<file path="src/rtl/lb_pkg.sv">
package lb_pkg;
  // How a redirect is classified against the buffered window
  typedef enum logic [1:0] {
    RD_NONE = 2'd0,
    RD_HIT  = 2'd1,
    RD_MISS = 2'd2
  } redir_kind_e;
endpackage

</file>
<file path="src/rtl/lb_store.sv">
// Entry storage: one write port (fill), one registered read port (decode).
module lb_store #(
  parameter int IW    = 32,
  parameter int DEPTH = 8
) (
  input  logic                     clk,
  input  logic                     we,
  input  logic [$clog2(DEPTH)-1:0] waddr,
  input  logic [IW-1:0]            wdata,
  input  logic                     re,
  input  logic [$clog2(DEPTH)-1:0] raddr,
  output logic [IW-1:0]            rdata
);
  logic [IW-1:0] ram [DEPTH];

  always_ff @(posedge clk) begin
    if (we) ram[waddr] <= wdata;
  end

  always_ff @(posedge clk) begin
    if (re) rdata <= ram[raddr];
  end
endmodule

</file>
<file path="src/rtl/lb_window.sv">
// Window bookkeeping: oldest address, ring head, valid count, issue offset.
// DEPTH must be a power of two so slot indices wrap naturally.
module lb_window
  import lb_pkg::*;
#(
  parameter int             AW         = 16,
  parameter int             DEPTH      = 8,
  parameter int             MIN_BEHIND = 4,
  parameter logic [AW-1:0]  RESET_PC   = '0
) (
  input  logic                     clk,
  input  logic                     rst,
  input  logic                     dec_req,
  input  logic                     redir_valid,
  input  logic [AW-1:0]            redir_target,
  input  logic                     fill_valid,
  output logic                     serve,
  output logic [$clog2(DEPTH)-1:0] rd_slot,
  output logic [AW-1:0]            rd_pc,
  output logic                     wr_en,
  output logic [$clog2(DEPTH)-1:0] wr_slot,
  output logic                     can_fill,
  output logic [AW-1:0]            fill_addr,
  output logic                     hit_now
);
  localparam int IDX = $clog2(DEPTH);
  localparam int CW  = $clog2(DEPTH + 1);

  logic [AW-1:0]  base_q;   // address of oldest entry
  logic [IDX-1:0] head_q;   // slot of oldest entry
  logic [CW-1:0]  cnt_q;    // valid entries
  logic [CW-1:0]  off_q;    // issued entries (look-behind depth)

  logic [AW-1:0]  diff;
  redir_kind_e    kind;
  logic           full, evict_ok, evict;

  always_comb begin
    diff = redir_target - base_q;
    if (!redir_valid)              kind = RD_NONE;
    else if (diff < AW'(cnt_q))    kind = RD_HIT;
    else                           kind = RD_MISS;
  end

  assign full      = (cnt_q == CW'(DEPTH));
  assign evict_ok  = (off_q > CW'(MIN_BEHIND));
  assign can_fill  = !full || evict_ok;
  assign serve     = dec_req && (kind == RD_NONE) && (off_q < cnt_q);
  assign wr_en     = fill_valid && can_fill;
  assign evict     = wr_en && full;
  assign rd_slot   = head_q + off_q[IDX-1:0];
  assign wr_slot   = head_q + cnt_q[IDX-1:0];
  assign rd_pc     = base_q + AW'(off_q);
  assign fill_addr = base_q + AW'(cnt_q);
  assign hit_now   = (kind == RD_HIT);

  always_ff @(posedge clk) begin
    if (rst) begin
      base_q <= RESET_PC;
      head_q <= '0;
      cnt_q  <= '0;
      off_q  <= '0;
    end else begin
      case (kind)
        RD_HIT: off_q <= diff[CW-1:0];
        RD_MISS: begin
          base_q <= redir_target;
          head_q <= '0;
          cnt_q  <= '0;
          off_q  <= '0;
        end
        default: begin
          if (wr_en && !full) cnt_q <= cnt_q + 1'b1;
          if (evict) begin
            base_q <= base_q + 1'b1;
            head_q <= head_q + 1'b1;
          end
          off_q <= off_q + CW'(serve) - CW'(evict);
        end
      endcase
    end
  end


  evict_floor_chk: assert property (@(posedge clk) disable iff (rst)
    evict |=> (off_q >= CW'(MIN_BEHIND)));

  miss_flush_chk: assert property (@(posedge clk) disable iff (rst)
    (kind == RD_MISS) |=> (cnt_q == '0 && off_q == '0 && base_q == $past(redir_target)));

  hit_keeps_window_chk: assert property (@(posedge clk) disable iff (rst)
    (kind == RD_HIT) |=> (cnt_q == $past(cnt_q) && base_q == $past(base_q)));

  off_bound_chk: assert property (@(posedge clk) disable iff (rst)
    off_q <= cnt_q);
endmodule

</file>
<file path="src/rtl/lb_fetch.sv">
// Sequential prefetch with a single outstanding read; drops stale returns.
module lb_fetch #(
  parameter int AW = 16
) (
  input  logic          clk,
  input  logic          rst,
  input  logic          redir_valid,
  input  logic          can_fill,
  input  logic [AW-1:0] fill_addr,
  input  logic          mem_rsp_valid,
  output logic          fill_valid,
  output logic          mem_req,
  output logic [AW-1:0] mem_addr
);
  logic pending_q, stale_q, issue;

  assign issue      = !pending_q && !redir_valid && can_fill;
  assign fill_valid = mem_rsp_valid && pending_q && !stale_q && !redir_valid;

  always_ff @(posedge clk) begin
    if (rst) begin
      pending_q <= 1'b0;
      stale_q   <= 1'b0;
      mem_req   <= 1'b0;
      mem_addr  <= '0;
    end else begin
      mem_req <= issue;
      if (issue) mem_addr <= fill_addr;
      if (mem_rsp_valid) begin
        pending_q <= 1'b0;
        stale_q   <= 1'b0;
      end else begin
        if (issue) pending_q <= 1'b1;
        if (redir_valid && pending_q) stale_q <= 1'b1;
      end
    end
  end


  single_outstanding_chk: assert property (@(posedge clk) disable iff (rst)
    mem_req |=> !mem_req);
endmodule

</file>
<file path="src/rtl/loop_buffer.sv">
module loop_buffer #(
  parameter int            AW         = 16,
  parameter int            IW         = 32,
  parameter int            DEPTH      = 8,
  parameter int            MIN_BEHIND = 4,
  parameter logic [AW-1:0] RESET_PC   = '0
) (
  input  logic          clk,
  input  logic          rst,
  input  logic          dec_req,
  output logic          dec_valid,
  output logic [AW-1:0] dec_pc,
  output logic [IW-1:0] dec_instr,
  input  logic          redir_valid,
  input  logic [AW-1:0] redir_target,
  output logic          redir_hit,
  output logic          mem_req,
  output logic [AW-1:0] mem_addr,
  input  logic          mem_rsp_valid,
  input  logic [IW-1:0] mem_rsp_data
);
  localparam int IDX = $clog2(DEPTH);

  logic           serve, wr_en, can_fill, hit_now, fill_valid;
  logic [IDX-1:0] rd_slot, wr_slot;
  logic [AW-1:0]  rd_pc, fill_addr;

  lb_window #(.AW(AW), .DEPTH(DEPTH), .MIN_BEHIND(MIN_BEHIND), .RESET_PC(RESET_PC)) u_win (
    .clk(clk), .rst(rst), .dec_req(dec_req), .redir_valid(redir_valid),
    .redir_target(redir_target), .fill_valid(fill_valid), .serve(serve),
    .rd_slot(rd_slot), .rd_pc(rd_pc), .wr_en(wr_en), .wr_slot(wr_slot),
    .can_fill(can_fill), .fill_addr(fill_addr), .hit_now(hit_now)
  );

  lb_fetch #(.AW(AW)) u_fetch (
    .clk(clk), .rst(rst), .redir_valid(redir_valid), .can_fill(can_fill),
    .fill_addr(fill_addr), .mem_rsp_valid(mem_rsp_valid), .fill_valid(fill_valid),
    .mem_req(mem_req), .mem_addr(mem_addr)
  );

  lb_store #(.IW(IW), .DEPTH(DEPTH)) u_store (
    .clk(clk), .we(wr_en), .waddr(wr_slot), .wdata(mem_rsp_data),
    .re(serve), .raddr(rd_slot), .rdata(dec_instr)
  );

  always_ff @(posedge clk) begin
    if (rst) begin
      dec_valid <= 1'b0;
      dec_pc    <= '0;
      redir_hit <= 1'b0;
    end else begin
      dec_valid <= serve;
      if (serve) dec_pc <= rd_pc;
      redir_hit <= hit_now;
    end
  end


  redirect_blocks_decode_chk: assert property (@(posedge clk) disable iff (rst)
    redir_valid |=> !dec_valid);
endmodule

</file>
<file path="config.mk">
export PLATFORM = sky130hd
export DESIGN_NAME = loop_buffer
export DESIGN_NICKNAME = d
export VERILOG_FILES = /design/src/rtl/lb_pkg.sv /design/src/rtl/lb_store.sv /design/src/rtl/lb_window.sv /design/src/rtl/lb_fetch.sv /design/src/rtl/loop_buffer.sv
export SDC_FILE = /design/constraint.sdc
export NUM_CORES = 1
export LEC_CHECK = 0
export BUFFER_PORTS_ARGS = -buffer_cell sky130_fd_sc_hd__buf_4
export CAP_MARGIN = 20
export CORE_MARGIN = 2
export CORE_UTILIZATION = 60
export CTS_CLUSTER_DIAMETER = 40
export DETAILED_ROUTE_END_ITERATION = 7
export PLACE_DENSITY = 0.9
export SETUP_SLACK_MARGIN = 0.2
export SLEW_MARGIN = 20
export SYNTH_ARGS = -nofsm -noshare
export SYNTH_HDL_FRONTEND = slang
export SYNTH_SLANG_ARGS = --single-unit
</file>
<file path="constraint.sdc">
create_clock -name clk -period 4.45 [get_ports clk]
set_input_delay 0 -clock clk [delete_from_list [all_inputs] [get_ports clk]]
set_output_delay 0 -clock clk [all_outputs]
set_load 0.01 [all_outputs]
</file>
# == Word-level counts from Yosys, hierarchy flattened ==
# Memory sizes are Yosys's and may differ from the RTL's. A register that Yosys moved wholly into a read port is not among the register bits.
# Cells that the tools add are included.
# totals
ff_bits,64
ram_bits,256
in_bits,53
wordCells,62
mem_count,1
# classes
n_addsub,10
order_cmp,3
n_eq_ne,3
mux,11
n_bitwise,1
reduce_logical,22
# memory_table
memory,words,width,read_ports,rd_ports_with_merged_regs,wr,line,source
u_store.ram,8,32,1,1,1,lb_store.sv:14,logic [IW-1:0] ram [DEPTH];
# ops
op,count
16-bit by 4-bit adder with 16-bit output,2
16-bit case mux with 2 select lines,1
"16-bit by 1-bit adder with 16-bit output, second input constant",1
16-bit by 4-bit < comparator with 1-bit output,1
16-bit 2-to-1 mux,1
4-bit case mux with 2 select lines,2
16-bit subtractor,1
1-bit logical AND,11
3-bit adder,2
3-bit case mux with 2 select lines,1
4-bit by 1-bit adder with 4-bit output,1
"4-bit by 1-bit adder with 4-bit output, second input constant",1
"4-bit equality test, second input constant",1
"4-bit by 3-bit > comparator with 1-bit output, second input constant",1
1-bit logical NOT,4
4-bit < comparator,1
2-bit 2-to-1 mux,2
4-bit 2-to-1 mux,1
2-bit AND reduction,2
2-bit nonzero test,2
4-bit by 1-bit subtractor with 4-bit output,1
"3-bit by 1-bit adder with 3-bit output, second input constant",1
3-bit 2-to-1 mux,1
"2-bit by 1-bit equality test with 1-bit output, second input constant",1
other kinds (6),7

# == Logic depth before layout (Yosys ltp) ==
# depth
word_depth,10
mapped_depth,16
mapped_depth_nobuf,15

# == By module ==
# From an unflattened synthesis, not the netlist that was laid out.
# unflattened
cells_unflattened,1022
hier_area_um2,15922.8
# by_module_without_submodules
module,n_inst,cells_per_inst,area_each_um2,seq_area_each_um2
lb_store,1,415,10786.6,8648.3
lb_window,1,471,3609.7,540.5
lb_fetch,1,80,892.1,380.4
loop_buffer,1,56,634.4,360.3

# == Least setup slack after synthesis ==
# OpenSTA, ideal clock, no wires.
# synth_path
kind,register to register
startpoint,register u_win.cnt_q[1]
endpoint,register u_win.off_q[2]
setup_time_ns,0.128
t_arrival_ns,3.623
required_ns,4.322
path_slack_ns,0.699
path_stages_with_launch,15
synth_period_minus_slack_ns,3.751
path_cell_list,dfxtp_1 -> inv_1 -> ha_1 -> a21boi_0 -> o21a_1 -> o21ai_0 -> and3_1 -> clkbuf_1 -> ha_1 -> inv_1 -> fa_1 -> xor2_1 -> nor2_1 -> a31oi_1 -> nor2_1
# synth_via
elab_chain_cells,9
# synth_rtl
element,line,source
"start, declared",lb_window.sv:31,logic [CW-1:0] cnt_q;
"start signal, assigned",lb_window.sv:73,if (wr_en && !full) cnt_q <= cnt_q + 1'b1;
16-bit by 4-bit < comparator with 1-bit output,lb_window.sv:41,else if (diff < AW'(cnt_q)) kind = RD_HIT;
2-bit 2-to-1 mux,lb_window.sv:41,
2-bit 2-to-1 mux,lb_window.sv:40,if (!redir_valid) kind = RD_NONE;
2-bit logical NOT,lb_window.sv:48,assign serve = dec_req && (kind == RD_NONE) && (off_q < cnt_q);
1-bit logical AND,lb_window.sv:48,
1-bit logical AND (*),lb_window.sv:48,
named net serve,loop_buffer.sv:24,"logic serve, wr_en, can_fill, hit_now, fill_valid;"
4-bit by 1-bit adder with 4-bit output (*),lb_window.sv:78,off_q <= off_q + CW'(serve) - CW'(evict);
4-bit by 1-bit subtractor with 4-bit output (*),lb_window.sv:78,
4-bit case mux with 2 select lines (*),lb_window.sv:64,case (kind)
"end signal, assigned",lb_window.sv:65,RD_HIT: off_q <= diff[CW-1:0];
"end signal, assigned",lb_window.sv:78,
"end, declared",lb_window.sv:32,logic [CW-1:0] off_q;
# The timed path passes the listed nets; every way through them passes the cells marked *.
# A chain may end at the register's enable or synchronous reset.

# == Worst setup path in the final report ==
# layout_path
startpoint,register u_win.base_q[1]
endpoint,register u_win.base_q[6]
# layout_via
elab_chain_cells,7
# layout_rtl
element,line,source
"start, declared",lb_window.sv:29,logic [AW-1:0] base_q;
"start signal, assigned",lb_window.sv:67,base_q <= redir_target;
"start signal, assigned",lb_window.sv:75,base_q <= base_q + 1'b1;
16-bit subtractor,lb_window.sv:39,diff = redir_target - base_q;
16-bit by 4-bit < comparator with 1-bit output,lb_window.sv:41,
2-bit 2-to-1 mux,lb_window.sv:41,
2-bit 2-to-1 mux,lb_window.sv:40,
2-bit equality test / 2-bit by 1-bit equality test with 1-bit output (equally long branches),lb_window.sv:64,
2-bit nonzero test (no line) / 1-bit NOT (equally long branches),-,
2-bit AND reduction (no line),-,
# Several ways; a longest one is shown, not always the timed one. The select of a mux whose other input is x is not followed.

==> results.json <==
{
  "hp-class": "in2reg",
  "synth-edff-count": 288,
  "pwr-share-comb": 0.061,
  "r2r_end": "u_win.base_q[6]",
  "wl_met2_um": 19100,
  "worstSetupPathType": "reg2reg",
  "r2r-start": "u_win.base_q[1]",
  "synth_mux_area_frac": 0.123,
  "synth_area_per_cell_um2": 15.6,
  "clock_power_share": 0.440,
  "crit_chain": "inv_1, ha_1, nand2b_1, nand2b_1, a21oi_1, xnor2_1, ha_1, or4_1, nand2b_1, a2111oi_4, and4_1, buf_4, o21ai_0, o311a_1",
  "maxCapViolCount": 0,
  "wl_met3_um": 2970,
  "dieWidth_um": 163,
  "grt_overflow_total": 0,
  "wl_per_cell_um": 24.5,
  "dpl.hpwl_um": 21000,
  "startpoint": "u_win.base_q[1]",
  "cts_buffers": 39,
  "synthArstFlopShare": 0,
  "drtIter0Drc": 1020,
  "cts_max_level": 2,
  "seq_area_frac_synth": 0.654,
  "synth_seq_cells": 352,
  "p_leak_nw": 6.35,
  "grt_pass1_vias": 9786,
  "yosysWarnings": 0,
  "clkTransAtPathRegs_ps": 60,
  "start_util": 0.606,
  "worst-r2r-cell-count": 14,
  "slowest_stage": "and4_1",
  "numPortBuffers": 119,
  "critPathTopFamily": "simple AND/OR/NAND/NOR gates",
  "grt_pass1_wl_um": 56500,
  "cp.depth": 14,
  "synthSimpleGateAreaFrac": 0.0583,
  "swShare": 0.225,
  "die_y_um": 163,
  "synth_ff_type": "edfxtp_1",
  "syn_to_final_growth_pct": 20.4,
  "rsz0062_at_grt": "false",
  "internal-power_mw": 5.60,
  "placed_cell_area_um2": 16500,
  "fin_crit_ps": 3920,
  "slew_headroom": 0.298,
  "drc": 0,
  "drv_slew": 0,
  "vias_per_cell": 6.34,
  "cp.arrival_ps": 4330,
  "clock_path_buffers": 3,
  "run_status": "finished clean",
  "coreArea_um2": 25000,
  "fin_nets": 1256,
  "finalCritPeriodShare": 0.881,
  "drt-met1-wl_um": 13900,
  "grt_max_degree": 65,
  "syn_inst": 976,
  "max_freq_mhz": 255,
  "netlist_area_um2": 15200,
  "synthesis.nets": 1075,
  "hold_violations": 0,
  "cp_max_fo": 16,
  "synth_top_family_by_area": "multiplexers",
  "worst_slew_pin_slew_ps": 1050,
  "synthXorXnorAreaFrac": 0.0317,
  "power.switching_mw": 1.63,
  "crit_path_frequent_cell": "nand2b_1",
  "ant_nets": 0,
  "cts-root-buf": "clkbuf_16",
  "diodes": 0,
  "p_per_area_nw_per_um2": 395,
  "drive_above_1_share": 0.266,
  "synth_cell_type_count": 64,
  "wl_um": 37100,
  "cp-endpoint": "u_win.base_q[6]",
  "cp.required_ps": 4860,
  "final_cell_area_um2": 18300,
  "rrSetupSlack_ps": 530,
  "dr.max_layer_used": "met4",
  "skew_ps": 24.1,
  "cp-start-kind": "flip-flop",
  "rows": 58,
  "pwr-share-seq": 0.499,
  "ios": 120,
  "fin_tns_setup_ps": 0,
  "insertion_delay_ps": 550,
  "critPathCaptureType": "flip-flop",
  "first_pass_iters": 6,
  "gp_congestion": 0.881,
  "synth_fa_ha_area_frac": 0.0409,
  "antenna_found_initial": 0,
  "cts_tree": "yes",
  "die_area_um2": 26600,
  "grt_usage": 0.285,
  "cp_num_buf_inv": 2,
  "max_stage_delay_ps": 600,
  "clock-sinks": 352,
  "irDropWorstVdd_v": 0.000324,
  "setup_viol": 0,
  "synth_compound_area_frac": 0.0680,
  "vias": 9619
}
==> kinds of logic (layout without fill, tap and decap cells) <==
group	Yosys count	count (layout)
xor+xnor	55	55
fa+ha+maj	46	46
buf+inv	89	299
flops	352	352
mux	103	103
simple gates	185	185
compound gates	146	146
==> synthesized netlist by cell type (all sizes together) (8+ instances only) <==
library cell,count,area share
a211oi,18,0.0092
inv,40,0.0099
buf,12,0.0047
o311a,9,0.0059
xor2,9,0.0052
nand4,8,0.0037
xnor2,46,0.027
nor2,69,0.017
ha,40,0.033
nand2,34,0.0084
mux2,32,0.024
nand3,12,0.0040
edfxtp,288,0.57
a21oi,35,0.012
nor3,24,0.0079
clkbuf,36,0.0089
dfxtp,64,0.084
a21o,10,0.0049
mux4,64,0.095
or3,11,0.0049
o21ai,28,0.0092
==> placed cells by master (no fill, tap or decap), drive strengths merged, types with 6 or more instances in the layout <==
cell,n
mux4,64
xnor2,46
mux2i,7
inv,46
ha,40
fa,6
nor3,24
dfxtp,64
nor2,69
a211oi,18
dlygate4sd3,52
buf,136
nand2b,6
nand2,34
xor2,9
a21o,10
nand3,12
o311a,9
or3,11
mux2,32
o21ai,28
a311oi,7
clkbuf,44
o21a,7
a21oi,35
nand4,8
edfxtp,288
clkinv,17
a31oi,6
==> state kept, by name (all words and copies together) (netlist names) <==
register and count:
u_fetch.mem_req 1, u_fetch.stale_q 1, u_store.rdata 32, u_store.ram 256, u_win.off_q 4, redir_hit 1, u_fetch.pending_q 1, u_win.base_q 16
dec_pc 16, u_win.cnt_q 4, u_win.head_q 3, u_fetch.mem_addr 16, dec_valid 1
==> metrics by stage <==
step	setup WS [ps]	cells	hold WS, ps	utilization	total power, mW
floorplan	699	976	79.3	-	3.92
global placement	816	1394	186	0.659	4.05
detailed placement	665	1394	194	0.659	4.06
CTS	593	1516	212	0.730	7.22
global route	288	1516	234	0.730	7.39
finish	529	1516	226	0.730	7.22
==> power by group through the flow <==
stage / Combinational (mW) / Clock, mW / Sequential [mW]
6_report: 0.441 / 3.18 / 3.61
5_1_grt: 0.479 / 3.30 / 3.61
4_1_cts: 0.432 / 3.19 / 3.61
3_5_place_dp: 0.386 / 0 / 3.67
3_3_place_gp: 0.374 / 0 / 3.67
2_1_floorplan: 0.247 / 0 / 3.67
==> layer usage <==
| layer | global-route usage | vias to the layer above |
|---|---|---|
| met2 | 0.493 | 609 |
| met3 | 0.0437 | 93 |
| li1 | - | 4144 |
| met5 | 0 | - |
| met4 | 0.101 | 0 |
| met1 | 0.372 | 4773 |
==> what timing repair did <==
item / 4_1_cts / 5_1_grt
buffers inserted: 0 / 0
gates resized for setup: 0 / 0
hold endpoints to repair: 288 / 0
hold buffers: 52 / 0
==> area by class of cell <==
| cell class | instances | area [µm²] |
|---|---|---|
| timing repair buffer | 188 | 1540 |
| tap | 330 | 413 |
| multi-input combinational | 535 | 4980 |
| clock buffer | 44 | 995 |
| sequential | 352 | 9930 |
| inverter | 41 | 154 |
| fill | 1405 | 6750 |
| clock inverter | 26 | 272 |
==> how the worst min path moves through the flow <==
stage / from / to / cells past startpoint
6_report: mem_rsp_data[20] / u_store.ram[6][20] / 2
5_1_grt: mem_rsp_data[19] / u_store.ram[7][19] / 2
4_1_cts: dec_req / u_store.rdata[0] / 2
3_5_place_dp: mem_rsp_valid / u_fetch.pending_q / 2
3_3_place_gp: mem_rsp_valid / u_fetch.pending_q / 2
2_1_floorplan: mem_rsp_valid / u_fetch.pending_q / 1
Power figures use the tool's default switching activity.
